`src/rtl/frac_baud_pkg.sv`:
```
package frac_baud_pkg;
   typedef enum logic {
      OSR_NORMAL = 1'b0,
      OSR_FAST   = 1'b1
   } osr_sel_e;

   localparam int unsigned OSR_NORMAL_RATIO = 16;
   localparam int unsigned OSR_FAST_RATIO   = 8;
endpackage

```
`src/rtl/frac_baud_shadow.sv`:
```
module frac_baud_shadow
   import frac_baud_pkg::*;
#(
   parameter int unsigned WHOLE_W = 16,
   parameter int unsigned FRAC_W  = 6
) (
   input  logic               clk,
   input  logic               rst_n,
   input  logic               enable,
   input  logic               fast_in,
   input  logic [WHOLE_W-1:0] whole_in,
   input  logic [FRAC_W-1:0]  frac_in,
   output osr_sel_e           osr_q,
   output logic [WHOLE_W-1:0] whole_q,
   output logic [FRAC_W-1:0]  frac_q,
   output logic               run_q
);
   always_ff @(posedge clk or negedge rst_n) begin
      if (!rst_n) begin
         osr_q   <= OSR_NORMAL;
         whole_q <= '0;
         frac_q  <= '0;
         run_q   <= 1'b0;
      end else begin
         run_q <= enable;
         if (!enable) begin
            osr_q   <= fast_in ? OSR_FAST : OSR_NORMAL;
            whole_q <= whole_in;
            frac_q  <= frac_in;
         end
      end
   end


   shadow_hold_chk: assert property (@(posedge clk) disable iff (!rst_n)
      (enable && $past(enable)) |-> ($stable(whole_q) && $stable(frac_q) && $stable(osr_q)));
endmodule

```
`src/rtl/frac_baud_divider.sv`:
```
module frac_baud_divider #(
   parameter int unsigned WHOLE_W = 16,
   parameter int unsigned FRAC_W  = 6
) (
   input  logic               clk,
   input  logic               rst_n,
   input  logic               enable,
   input  logic               run,
   input  logic [WHOLE_W-1:0] whole,
   input  logic [FRAC_W-1:0]  frac,
   output logic               tick
);
   localparam int unsigned CNT_W = WHOLE_W + 1;

   logic [CNT_W-1:0]  cnt;
   logic [CNT_W-1:0]  last;
   logic [FRAC_W-1:0] acc;
   logic              stretch;
   logic              nonzero;
   logic [FRAC_W:0]   acc_sum;

   assign nonzero = |whole;
   assign last    = {1'b0, whole} + CNT_W'(stretch) - CNT_W'(1);
   assign tick    = run && nonzero && (cnt == last);
   assign acc_sum = {1'b0, acc} + {1'b0, frac};

   always_ff @(posedge clk or negedge rst_n) begin
      if (!rst_n) begin
         cnt     <= '0;
         acc     <= '0;
         stretch <= 1'b0;
      end else if (!enable) begin
         cnt     <= '0;
         acc     <= '0;
         stretch <= 1'b0;
      end else if (run && nonzero) begin
         if (tick) begin
            cnt     <= '0;
            acc     <= acc_sum[FRAC_W-1:0];
            stretch <= acc_sum[FRAC_W];
         end else begin
            cnt <= cnt + CNT_W'(1);
         end
      end
   end


   cnt_limit_chk: assert property (@(posedge clk) disable iff (!rst_n)
      (run && nonzero) |-> (cnt <= last));

   zero_silent_chk: assert property (@(posedge clk) disable iff (!rst_n)
      !nonzero |-> !tick);

   tick_spacing_chk: assert property (@(posedge clk) disable iff (!rst_n)
      (tick && enable && (whole > WHOLE_W'(1))) |=> !tick);
endmodule

```
`src/rtl/frac_baud_bitdiv.sv`:
```
module frac_baud_bitdiv
   import frac_baud_pkg::*;
#(
   parameter bit HS_EN = 1'b1
) (
   input  logic     clk,
   input  logic     rst_n,
   input  logic     enable,
   input  osr_sel_e osr,
   input  logic     sample_tick,
   output logic     bit_tick
);
   localparam int unsigned SUB_W = $clog2(OSR_NORMAL_RATIO);

   logic [SUB_W-1:0] sub;
   logic [SUB_W-1:0] sub_last;

   generate
      if (HS_EN) begin : g_two_rates
         assign sub_last = (osr == OSR_FAST) ? SUB_W'(OSR_FAST_RATIO - 1)
                                             : SUB_W'(OSR_NORMAL_RATIO - 1);
      end else begin : g_one_rate
         assign sub_last = SUB_W'(OSR_NORMAL_RATIO - 1);
      end
   endgenerate

   assign bit_tick = sample_tick && (sub == sub_last);

   always_ff @(posedge clk or negedge rst_n) begin
      if (!rst_n) begin
         sub <= '0;
      end else if (!enable) begin
         sub <= '0;
      end else if (sample_tick) begin
         sub <= bit_tick ? '0 : sub + SUB_W'(1);
      end
   end


   bit_needs_sample_chk: assert property (@(posedge clk) disable iff (!rst_n)
      bit_tick |-> sample_tick);

   sub_range_chk: assert property (@(posedge clk) disable iff (!rst_n)
      enable |-> (sub <= sub_last));
endmodule

```
`src/rtl/frac_baud_gen.sv`:
```
module frac_baud_gen
   import frac_baud_pkg::*;
#(
   parameter int unsigned WHOLE_W = 16,
   parameter int unsigned FRAC_W  = 6,
   parameter bit          HS_EN   = 1'b1
) (
   input  logic               clk,
   input  logic               rst_n,
   input  logic               enable,
   input  logic               fast_mode,
   input  logic [WHOLE_W-1:0] div_whole,
   input  logic [FRAC_W-1:0]  div_frac,
   output logic               sample_tick,
   output logic               bit_tick
);
   initial begin
      if (WHOLE_W < 2) $error("WHOLE_W must be at least 2");
      if (FRAC_W < 1) $error("FRAC_W must be at least 1");
      if (OSR_FAST_RATIO >= OSR_NORMAL_RATIO) $error("fast ratio must be below normal ratio");
   end

   osr_sel_e           osr_q;
   logic [WHOLE_W-1:0] whole_q;
   logic [FRAC_W-1:0]  frac_q;
   logic               run_q;

   frac_baud_shadow #(.WHOLE_W(WHOLE_W), .FRAC_W(FRAC_W)) u_shadow (
      .clk(clk), .rst_n(rst_n), .enable(enable), .fast_in(fast_mode),
      .whole_in(div_whole), .frac_in(div_frac),
      .osr_q(osr_q), .whole_q(whole_q), .frac_q(frac_q), .run_q(run_q)
   );

   frac_baud_divider #(.WHOLE_W(WHOLE_W), .FRAC_W(FRAC_W)) u_divider (
      .clk(clk), .rst_n(rst_n), .enable(enable), .run(run_q),
      .whole(whole_q), .frac(frac_q), .tick(sample_tick)
   );

   frac_baud_bitdiv #(.HS_EN(HS_EN)) u_bitdiv (
      .clk(clk), .rst_n(rst_n), .enable(enable), .osr(osr_q),
      .sample_tick(sample_tick), .bit_tick(bit_tick)
   );


   stop_on_disable_chk: assert property (@(posedge clk) disable iff (!rst_n)
      !enable |=> (!sample_tick && !bit_tick));

   idle_quiet_chk: assert property (@(posedge clk) disable iff (!rst_n)
      !run_q |-> (!sample_tick && !bit_tick));
endmodule

```
`config.mk`:
```
export PLATFORM = sky130hd
export DESIGN_NAME = frac_baud_gen
export DESIGN_NICKNAME = d
export VERILOG_FILES = /design/src/rtl/frac_baud_pkg.sv /design/src/rtl/frac_baud_shadow.sv /design/src/rtl/frac_baud_divider.sv /design/src/rtl/frac_baud_bitdiv.sv /design/src/rtl/frac_baud_gen.sv
export SDC_FILE = /design/constraint.sdc
export NUM_CORES = 1
export LEC_CHECK = 0
export BUFFER_PORTS_ARGS = -buffer_cell sky130_fd_sc_hd__buf_2
export CELL_PAD_IN_SITES_DETAIL_PLACEMENT = 0
export CELL_PAD_IN_SITES_GLOBAL_PLACEMENT = 1
export CORE_AREA = 5 5 86 88
export CTS_CLUSTER_SIZE = 30
export DETAILED_ROUTE_END_ITERATION = 8
export DIE_AREA = 0 0 91 93
export PLACE_DENSITY = 0.92
export SLEW_MARGIN = 20
export SYNTH_ARGS = -nofsm -noshare
export SYNTH_HDL_FRONTEND = slang
export SYNTH_SLANG_ARGS = --single-unit
```
`constraint.sdc`:
```
create_clock -name clk -period 5.6 [get_ports clk]
set_clock_uncertainty 0.15 [all_clocks]
set_input_delay 0.56 -clock clk [delete_from_list [all_inputs] [get_ports clk]]
set_output_delay 0.56 -clock clk [all_outputs]
set_load 0.005 [all_outputs]
```
==> results of run 1 <==
-- worst paths after layout --
| kind | start | endpoint | slack [ns] | cells past startpoint |
|---|---|---|---|---|
| max | u_shadow.whole_q[0]$_DFFE_PN0N_ | bit_tick | 1.30 | 10 |
| min | rst_n | u_shadow.whole_q[3]$_DFFE_PN0N_ | 0.22 | 2 |
| max reg2reg | u_shadow.whole_q[0]$_DFFE_PN0N_ | u_bitdiv.sub[3]$_DFFE_PN0P_ | 1.77 | 10 |
| min reg2reg | u_shadow.frac_q[3]$_DFFE_PN0N_ | u_shadow.frac_q[3]$_DFFE_PN0N_ | 0.37 | 1 |
| max in group asynchronous | rst_n | u_divider.cnt[8]$_DFFE_PN0N_ | 4.65 | 2 |
| min in group clk | div_frac[0] | u_shadow.frac_q[0]$_DFFE_PN0N_ | 0.33 | 2 |
-- stage by stage --
step / area (um2) / util [%] / power (mW) / cells / hold WS [ns]
after floorplan: 3130 / - / 0.494 / 319 / 0.114
after global placement: 3300 / 50.2 / 0.525 / 411 / 0.353
after detailed placement: 3300 / 50.2 / 0.528 / 411 / 0.357
after CTS: 3420 / 52.0 / 0.802 / 419 / 0.232
after global routing: 3420 / 52.0 / 0.831 / 419 / 0.267
final: 3420 / 52.0 / 0.791 / 419 / 0.219
-- cell usage in the layout (no fill, tap or decap), types with 2 or more instances in the layout --
| cell | synthesis | final |
|---|---|---|
| mux2i_1 | 7 | 7 |
| nand3_1 | 15 | 15 |
| o21bai_1 | 2 | 2 |
| nand4_1 | 8 | 8 |
| xor2_1 | 22 | 22 |
| o31ai_1 | 2 | 2 |
| clkbuf_8 | 0 | 6 |
| and4_1 | 3 | 3 |
| nor2b_1 | 3 | 3 |
| buf_2 | 4 | 27 |
| or3_1 | 6 | 6 |
| nor4_1 | 5 | 5 |
| nor2_1 | 24 | 24 |
| nand2_1 | 23 | 23 |
| xnor2_1 | 15 | 15 |
| nand3b_1 | 2 | 2 |
| o21a_1 | 4 | 4 |
| o21ai_0 | 11 | 11 |
| and2_1 | 2 | 2 |
| and3_1 | 4 | 4 |
| mux2_2 | 23 | 23 |
| ha_1 | 10 | 10 |
| o311ai_0 | 2 | 2 |
| a21oi_1 | 12 | 12 |
| nor3_1 | 9 | 9 |
| dfrtp_1 | 52 | 52 |
| inv_1 | 11 | 11 |
| or4_1 | 9 | 9 |
| nand2b_1 | 3 | 3 |
-- flip-flops by register name (all words and copies together), names as in the netlist --
register and count:
u_bitdiv.sub 4, u_divider.stretch 1, u_shadow.run_q 1, u_shadow.frac_q 6, u_divider.cnt 17, u_divider.acc 6, u_shadow.osr_q 1, u_shadow.whole_q 16
-- logic make-up after synthesis --
group | count (synthesis) | synth area share, %
and+or+nand+nor | 121 | 20.6
AOI/OAI and AO/OA | 41 | 8.56
muxes | 30 | 10.5
buffers and inverters | 27 | 3.68
xor gates and xnor gates | 37 | 10.4
DFF | 52 | 41.6
adders and majority gates | 11 | 4.64
-- metal layers --
metal	part of all wire, %	routed length (um)	up-vias	GRT usage [%]
met3	2.7	172	5	2.57
met5	0	0	-	0
met4	1.3	84	0	5.38
met1	48	3030	1146	21.0
li1	-	-	1168	-
met2	48	3040	36	26.2
-- cell type report --
cell class | count | area (um2) | share of cell area [%]
clock inverter | 2 | 38.8 | 1.14
timing repair buffer | 28 | 143 | 4.17
inverter | 11 | 41.3 | 1.21
clock buffer | 6 | 82.6 | 2.42
sequential | 52 | 1300 | 38.1
tap | 80 | 100 | 2.93
multi-input combinational | 240 | 1710 | 50.1
-- power breakdown --
group          internal (mW)  switching [mW]  total [mW]
sequential             0.393          0.0260       0.419
combinational         0.0485          0.0519       0.100
clock                  0.146           0.125       0.271
==> results.toml, run 1 <==
[run_status]
status = "finished clean"

[place]
place_congestion = 0.784
io_buffers = 27
hpwl_mm = 4.62
place_ws_ns = 1.65

[clock_network]
post_cts_resized = 0
clkLatencyLatePin_ns = 0.30
cts-root-buf = "clkbuf_8"
cts_max_level = 2
clk_pin_slew_worst_paths_ns = 0.10
cts_sinks = 52
cts_setup_buffers = 0
clock_path_buffers = 2
cts_buffers = 5
cts_tree = "yes"
ctsHoldBuffers = 0

[logic_synthesis]
synth_async_sr_flop_share_pct = 100
netlist_instances = 319
netlist_top_cells_area = "dfrtp_1, mux2_2, xor2_1"
synth_flop_cell = "dfrtp_1"
synth-seq-area-share_pct = 41.6
yosysTopAreaCell = "dfrtp_1"
synthesis.nets = 356
yosys_warnings = 0
synth.most_common_cell = "dfrtp_1"
synth_largest_type_area_fraction_pct = 41.6
synthesis.area_mm2 = 0.00313
synth.avg_cell_area_um2 = 9.80
synth_common_cells = "dfrtp_1, nor2_1, mux2_2, nand2_1, xor2_1"
synth_seq_cells = 52
synth_cell_types = 45
synth-edff-count = 0

[sta]
slew_headroom_pct = 42.0
period_share_pct = 76.7
finalHoldViolations = 0
slew_viol_final = 0
setup_viol = 0
layout_setup_ws_ns = 1.30
layout_min_cycle_time_ns = 4.30
max_slew.worst_pin.slew_ns = 0.869
fin_setup_tns_ns = 0
rsz0062_at_grt = "false"
max_freq_mhz = 233

[floorplanning]
rows = 30
die_area_mm2 = 0.00846
core_mm2 = 0.00657
die_w_um = 91
start_util_pct = 47.6
io-pin-count = 28
die_y_um = 93

[worst_setup_path]
worst_setup_path_end_kind = "output pin"
arrival_ns = 3.59
critPathKind = "reg -> out"
path_buf_inv = 2
cp_cell_sequence = "inv_1 -> ha_1 -> ha_1 -> or4b_1 -> nor4_1 -> o21ai_0 -> nor2b_1 -> or4_1 -> nor3_1 -> buf_2"
crit_path_start_kind = "register"
critical_path_required_ns = 4.89
slowest_delay_ns = 0.69
worst_path_most_repeated_cell = "ha_1"
crit_family = "simple AND/OR/NAND/NOR gates"
critPathMaxFanout = 9
cpMaxStageDelayCell = "or4_1"

[grt]
grt-ovfl-total = 0
antenna_found_initial = 0
grt_max_degree = 53
grt_pass1_vias = 2387
grt_pass1_wl_mm = 11.1
grtUsageTotal_pct = 15.8

[power_and_ir_drop]
leakagePower_nw = 1.45
irDropWorstVdd_mv = 0.145
power.density_mw_per_mm2 = 231

[finish]
n_antenna_cell = 0
fill_cells = 597
layout.nets = 375
drive_gt1_share_pct = 18.6
areaGrowthSynthToFinish_pct = 9.28

[routing]
initialDrtViolationCount = 119
ant_nets = 0
drc = 0
num_vias = 2355
wire_per_inst_um = 15.1
dr.pass1.iters = 4
routed_wirelength_mm = 6.32
routed_via_density = 5.62

[worst_hold_path]
hp-class = "in -> async"

[run]
cap_violations = 0
(Power assumes the default switching activity.)
==> run 2, diff against run 1 <==
--- a/config.mk
+++ b/config.mk
@@ -8,11 +8,11 @@
 export BUFFER_PORTS_ARGS = -buffer_cell sky130_fd_sc_hd__buf_2
 export CELL_PAD_IN_SITES_DETAIL_PLACEMENT = 0
 export CELL_PAD_IN_SITES_GLOBAL_PLACEMENT = 1
-export CORE_AREA = 5 5 86 88
+export CORE_AREA = 5 5 93 95
 export CTS_CLUSTER_SIZE = 30
 export DETAILED_ROUTE_END_ITERATION = 8
-export DIE_AREA = 0 0 91 93
-export PLACE_DENSITY = 0.92
+export DIE_AREA = 0 0 98 100
+export PLACE_DENSITY = 0.84
 export SLEW_MARGIN = 20
 export SYNTH_ARGS = -nofsm -noshare
 export SYNTH_HDL_FRONTEND = slang
==> constraint.sdc (replaced) <==
create_clock -name clk -period 3.65 [get_ports clk]
set_clock_uncertainty 0.15 [all_clocks]
set_input_delay 0.365 -clock clk [delete_from_list [all_inputs] [get_ports clk]]
set_output_delay 0.365 -clock clk [all_outputs]
set_load 0.005 [all_outputs]
==> run 2 against run 1 <==
  * Worst hold slack worse by 0.095 ns
  * Core utilization is 5.3 points lower
  * Global-route usage is 0.68 points lower
  * Worst setup slack worse by 1.2 ns
  * First-iteration DRC count is 26% higher
  * Routed wire length is 9.6% higher
  * Sequential power is 52% higher
  * Register-to-register slack worse by 1.6 ns
  * Non-clock buffer count is 14 higher
  * Critical endpoint unchanged
  * Highest routed layer unchanged
  * Die area is 16% higher
  * Clock power is 30% higher
  * Clock-buffer cell count is 1 higher
==> results.toml, run 2 (synthesized netlist as in run 1, its figures left out) <==
[grt]
grt_max_degree = 33
grtUsageTotal_pct = 15.1
antenna_found_initial = 0
grt_pass1_vias = 2528
grt_pass1_wl_mm = 12.1
grt-ovfl-total = 0

[power_and_ir_drop]
clockPowerShare_pct = 30.1
power_frac_seq_pct = 54.4
leakagePower_nw = 1.51
swShare_pct = 28.0
irDropWorstVdd_mv = 0.157
p_comb_share_pct = 15.4
power.density_mw_per_mm2 = 328
total_power_mw = 1.17
switchingPower_mw = 0.328
p_int_mw = 0.845

[worst_setup_path]
cpMaxStageDelayCell = "or4_4"
arrival_ns = 3.00
worst_setup_path_end_kind = "output pin"
slowest_delay_ns = 0.57
cp_cell_sequence = "inv_1 -> ha_2 -> ha_2 -> or4b_4 -> buf_4 -> nor2_2 -> xnor2_1 -> nand4_1 -> or4_4 -> nor3_2 -> buf_2"
critical_path_required_ns = 3.13
path_buf_inv = 3
crit_path_start_kind = "register"
critPathMaxFanout = 5
worst_path_most_repeated_cell = "ha_2"
critPathKind = "reg -> out"
crit_family = "simple AND/OR/NAND/NOR gates"

[floorplanning]
start_util_pct = 40.9
rows = 32
die_y_um = 100
core_mm2 = 0.00765
die_w_um = 98
die_area_mm2 = 0.00980
io-pin-count = 28

[routing]
initialDrtViolationCount = 150
routed_wirelength_mm = 6.93
m1WireLength_mm = 3.18
wl_met2_mm = 3.42
dr.pass1.iters = 4
highest_layer = "met4"
num_vias = 2464
drc = 0
ant_nets = 0
wl_met3_um = 208
wire_per_inst_um = 15.2
routed_via_density = 5.42

[finish]
regMostFlops = "u_divider.cnt"
fill_cells = 718
final_core_util_pct = 46.7
largestRegisters = "u_divider.cnt (17), u_shadow.whole_q (16)"
multi_input_area_mm2 = 0.00176
layout.nets = 389
fin_area_mm2 = 0.00357
areaGrowthSynthToFinish_pct = 14.2
layout_common_cells = "dfrtp_1, buf_2, nor2_1, nand2_1, mux2_2"
n_antenna_cell = 0
largest_reg_flops = 17
final_cells = 455
layout_commonest_cell = "dfrtp_1"
regArea_mm2 = 0.00130
drive_gt1_share_pct = 23.8

[sta]
max_freq_mhz = 284
period_share_pct = 96.3
slew_viol_final = 0
finalHoldViolations = 0
fin_setup_tns_ns = 0
holdWs_ns = 0.124
layout_setup_ws_ns = 0.134
max_slew.worst_pin.slew_ns = 0.750
setup_viol = 0
slew_headroom_pct = 50.0
layout_min_cycle_time_ns = 3.52

[clock_network]
cts_sinks = 52
clkLatencyLatePin_ns = 0.31
clock_path_buffers = 2
cts_tree = "yes"
clk_pin_slew_worst_paths_ns = 0.10
cts_buffers = 5
cts-root-buf = "clkbuf_8"
cts_max_level = 2

[place]
place_ws_ns = 0.160
hpwl_mm = 5.20
place_area_mm2 = 0.00341
placed_cells = 445
io_buffers = 27
place_congestion = 0.960

[run]
cap_violations = 0

[worst_hold_path]
hp-class = "in -> reg"

[run_status]
status = "finished clean"
[run 2: layout make-up]
cell class	count	area share, %
Clock inverter	1	0.210
Multi-Input combinational cell	240	49.2
Tap cell	102	3.57
Clock buffer	7	2.42
Sequential cell	52	36.4
Inverter	11	1.16
Timing Repair Buffer	42	7.01
[run 2: metal layers]
| metal | track usage (%) | vias up |
|---|---|---|
| li1 | - | 1196 |
| met1 | 19.4 | 1218 |
| met2 | 25.8 | 40 |
| met3 | 2.29 | 10 |
| met4 | 5.64 | 0 |
| met5 | 0 | - |
[run 2: worst paths after layout]
path	from	endpoint	slack [ns]	cells after the start
max	u_shadow.whole_q[0]$_DFFE_PN0N_	bit_tick	0.13	11
min	div_whole[9]	u_shadow.whole_q[9]$_DFFE_PN0N_	0.12	2
max reg2reg	u_shadow.whole_q[0]$_DFFE_PN0N_	u_bitdiv.sub[3]$_DFFE_PN0P_	0.17	12
min reg2reg	u_shadow.frac_q[0]$_DFFE_PN0N_	u_shadow.frac_q[0]$_DFFE_PN0N_	0.37	1
max in group asynchronous	rst_n	u_divider.cnt[15]$_DFFE_PN0N_	2.09	3
min in group asynchronous	rst_n	u_divider.cnt[16]$_DFFE_PN0N_	0.50	2
[run 2: power by group through the flow]
stage	clock [mW]	sequential (mW)	combinational, mW
3_5_place_dp	0	0.648	0.178
6_report	0.353	0.638	0.181
5_1_grt	0.380	0.643	0.206
4_1_cts	0.364	0.637	0.181
3_3_place_gp	0	0.647	0.172
2_1_floorplan	0	0.637	0.121
[run 2: repair_timing]
action	in CTS	in global routing
hold endpoints to repair	20	0
buffers inserted	1	0
hold buffers	1	0
gates cloned	0	0
endpoints found under the setup margin	2	3
resized for setup	3	8
pin swaps	1	3
[run 2: worst register-to-register path, stage by stage (launching register included)]
cell	delay, ns
dfrtp_1	0.40
inv_1	0.06
ha_2	0.18
ha_2	0.18
or4b_4	0.49
buf_4	0.18
nor2_2	0.10
xnor2_1	0.15
nand4_1	0.12
or4_4	0.57
buf_4	0.18
or4_1	0.50
a21oi_1	0.15
==> run 3, diff against run 2 <==
--- a/config.mk
+++ b/config.mk
@@ -5,13 +5,13 @@
 export SDC_FILE = /design/constraint.sdc
 export NUM_CORES = 1
 export LEC_CHECK = 0
-export BUFFER_PORTS_ARGS = -buffer_cell sky130_fd_sc_hd__buf_2
 export CELL_PAD_IN_SITES_DETAIL_PLACEMENT = 0
 export CELL_PAD_IN_SITES_GLOBAL_PLACEMENT = 1
-export CORE_AREA = 5 5 93 95
+export CORE_AREA = 5 5 90 92
 export CTS_CLUSTER_SIZE = 30
 export DETAILED_ROUTE_END_ITERATION = 8
-export DIE_AREA = 0 0 98 100
+export DIE_AREA = 0 0 95 97
+export DONT_BUFFER_PORTS = 1
 export PLACE_DENSITY = 0.84
 export SLEW_MARGIN = 20
 export SYNTH_ARGS = -nofsm -noshare
==> run 3 against run 2 <==
  * Via count fell by 4.2%
  * First-iteration DRC count fell by 33%
  * Global-route usage rose by 0.47 points
  * Critical path type unchanged
  * Cell area fell by 2.7%
  * Die area fell by 6.0%
  * Core utilization rose by 2.0 points
  * Fmax fell by 0.29%
  * Worst hold slack got worse by 0.086 ns
  * Worst setup slack got worse by 0.010 ns
  * Total power fell by 1.6%
==> results.toml, run 3 (synthesized netlist as in run 1, its figures left out) <==
[clock_network]
cts_sinks = 52
clkLatencyLatePin_ns = 0.31
cts_tree = "yes"
cts_max_level = 2
cts-root-buf = "clkbuf_8"
clk_pin_slew_worst_paths_ns = 0.10
cts_buffers = 5
clock_path_buffers = 2

[power_and_ir_drop]
clockPowerShare_pct = 30.5
power.density_mw_per_mm2 = 332
p_int_mw = 0.839
irDropWorstVdd_mv = 0.189
power_frac_seq_pct = 55.3
switchingPower_mw = 0.315
p_comb_share_pct = 14.2
swShare_pct = 27.3
leakagePower_nw = 1.42

[grt]
grtUsageTotal_pct = 15.6
antenna_found_initial = 0
grt_pass1_vias = 2345
grt-ovfl-total = 0
grt_max_degree = 53
grt_pass1_wl_mm = 11.5

[sta]
period_share_pct = 96.6
slew_headroom_pct = 68.6
rsz0062_at_grt = "false"
slew_viol_final = 0
max_slew.worst_pin.slew_ns = 0.467
finalHoldViolations = 0
max_freq_mhz = 284
layout_min_cycle_time_ns = 3.53
holdWs_ns = 0.0384
fin_setup_tns_ns = 0
setup_viol = 0

[finish]
layout_common_cells = "dfrtp_1, nand2_1, mux2_2"
regMostFlops = "u_divider.cnt"
largestRegisters = "u_divider.cnt (17), u_shadow.whole_q (16)"
areaGrowthSynthToFinish_pct = 11.1
n_antenna_cell = 0
fill_cells = 704
layout.nets = 362
largest_reg_flops = 17
layout_commonest_cell = "dfrtp_1"
drive_gt1_share_pct = 17.8

[routing]
ant_nets = 0
drc = 0
wire_per_inst_um = 16.1
initialDrtViolationCount = 100
dr.pass1.iters = 4
routed_via_density = 5.56
routed_wirelength_mm = 6.82
num_vias = 2361

[floorplanning]
rows = 31
start_util_pct = 43.8
core_mm2 = 0.00714
die_area_mm2 = 0.00922
io-pin-count = 28
die_w_um = 95
die_y_um = 97

[place]
hpwl_mm = 4.89
place_congestion = 0.819
io_buffers = 0

[worst_setup_path]
critPathKind = "reg -> out"
worst_setup_path_end_kind = "output pin"
arrival_ns = 3.01
critPathMaxFanout = 8
crit_path_start_kind = "register"
critical_path_required_ns = 3.13
r2r_cells = 12

[worst_hold_path]
holdPathStages = 2
hp-class = "in -> reg"

[run]
cap_violations = 0

[run_status]
status = "finished clean"
==> run 3: what timing repair did <==
action	4_1_cts	5_1_grt
pin swaps	1	4
hold endpoints to repair	53	0
hold buffers	3	0
setup endpoints to repair	2	2
buffers inserted	1	0
resized for setup	3	9
==> run 3: critical path, stage by stage, from the launching register on <==
cell and delay [ns]:
dfrtp_1 0.42, inv_1 0.07, ha_2 0.18, ha_1 0.16, or4b_4 0.50, buf_4 0.18
nor2_2 0.09, xnor2_1 0.14, nand4_1 0.12, or4_4 0.56, buf_4 0.18, nor2_2 0.12
==> run 3: power by group through the flow <==
| stage | registers, mW | clock network, mW | logic (mW) |
|---|---|---|---|
| after floorplan | 0.637 | 0 | 0.121 |
| after global placement | 0.647 | 0 | 0.139 |
| after detailed placement | 0.648 | 0 | 0.143 |
| after CTS | 0.637 | 0.367 | 0.162 |
| after global routing | 0.643 | 0.394 | 0.182 |
| final | 0.639 | 0.352 | 0.163 |
==> run 3: layer usage <==
metal	track usage [%]	routed length, um	vias to the layer above
li1	-	-	1146
met5	0	0	-
met2	24.8	3280	38
met1	21.1	3170	1168
met3	2.87	264	9
met4	5.22	108	0
==> run 3: worst paths after layout <==
kind	from	endpoint	slack, ns
min	enable	u_divider.acc[1]$_DFFE_PN0P_	0.04
max in group asynchronous	rst_n	u_divider.cnt[1]$_DFFE_PN0N_	2.68
min in group asynchronous	rst_n	u_divider.acc[3]$_DFFE_PN0P_	0.44
min reg2reg	u_shadow.frac_q[2]$_DFFE_PN0N_	u_shadow.frac_q[2]$_DFFE_PN0N_	0.38
max	u_shadow.whole_q[0]$_DFFE_PN0N_	sample_tick	0.12
max reg2reg	u_shadow.whole_q[0]$_DFFE_PN0N_	u_bitdiv.sub[3]$_DFFE_PN0P_	0.22
==> run 3: final cells by class <==
cell class                 count  area [um2]  area share (%)
inverter                      11        41.3            1.19
multi-input combinational    240        1760            50.7
timing repair buffer          15         150            4.32
clock inverter                 2        13.8           0.396
sequential                    52        1300            37.5
clock buffer                   6        82.6            2.38
tap                           99         124            3.57
==> run 3: metrics by stage <==
step                      power [mW]  setup slack (ns)  cell area (um2)  instances  utilization, %
after floorplan                0.759             0.164             3130        319               -
after global placement         0.785             0.279             3270        413            45.8
after detailed placement       0.791             0.160             3270        413            45.8
after CTS                       1.17            0.0118             3440        425            48.2
after global routing            1.22          0.000235             3470        425            48.7
final                           1.15             0.123             3470        425            48.7
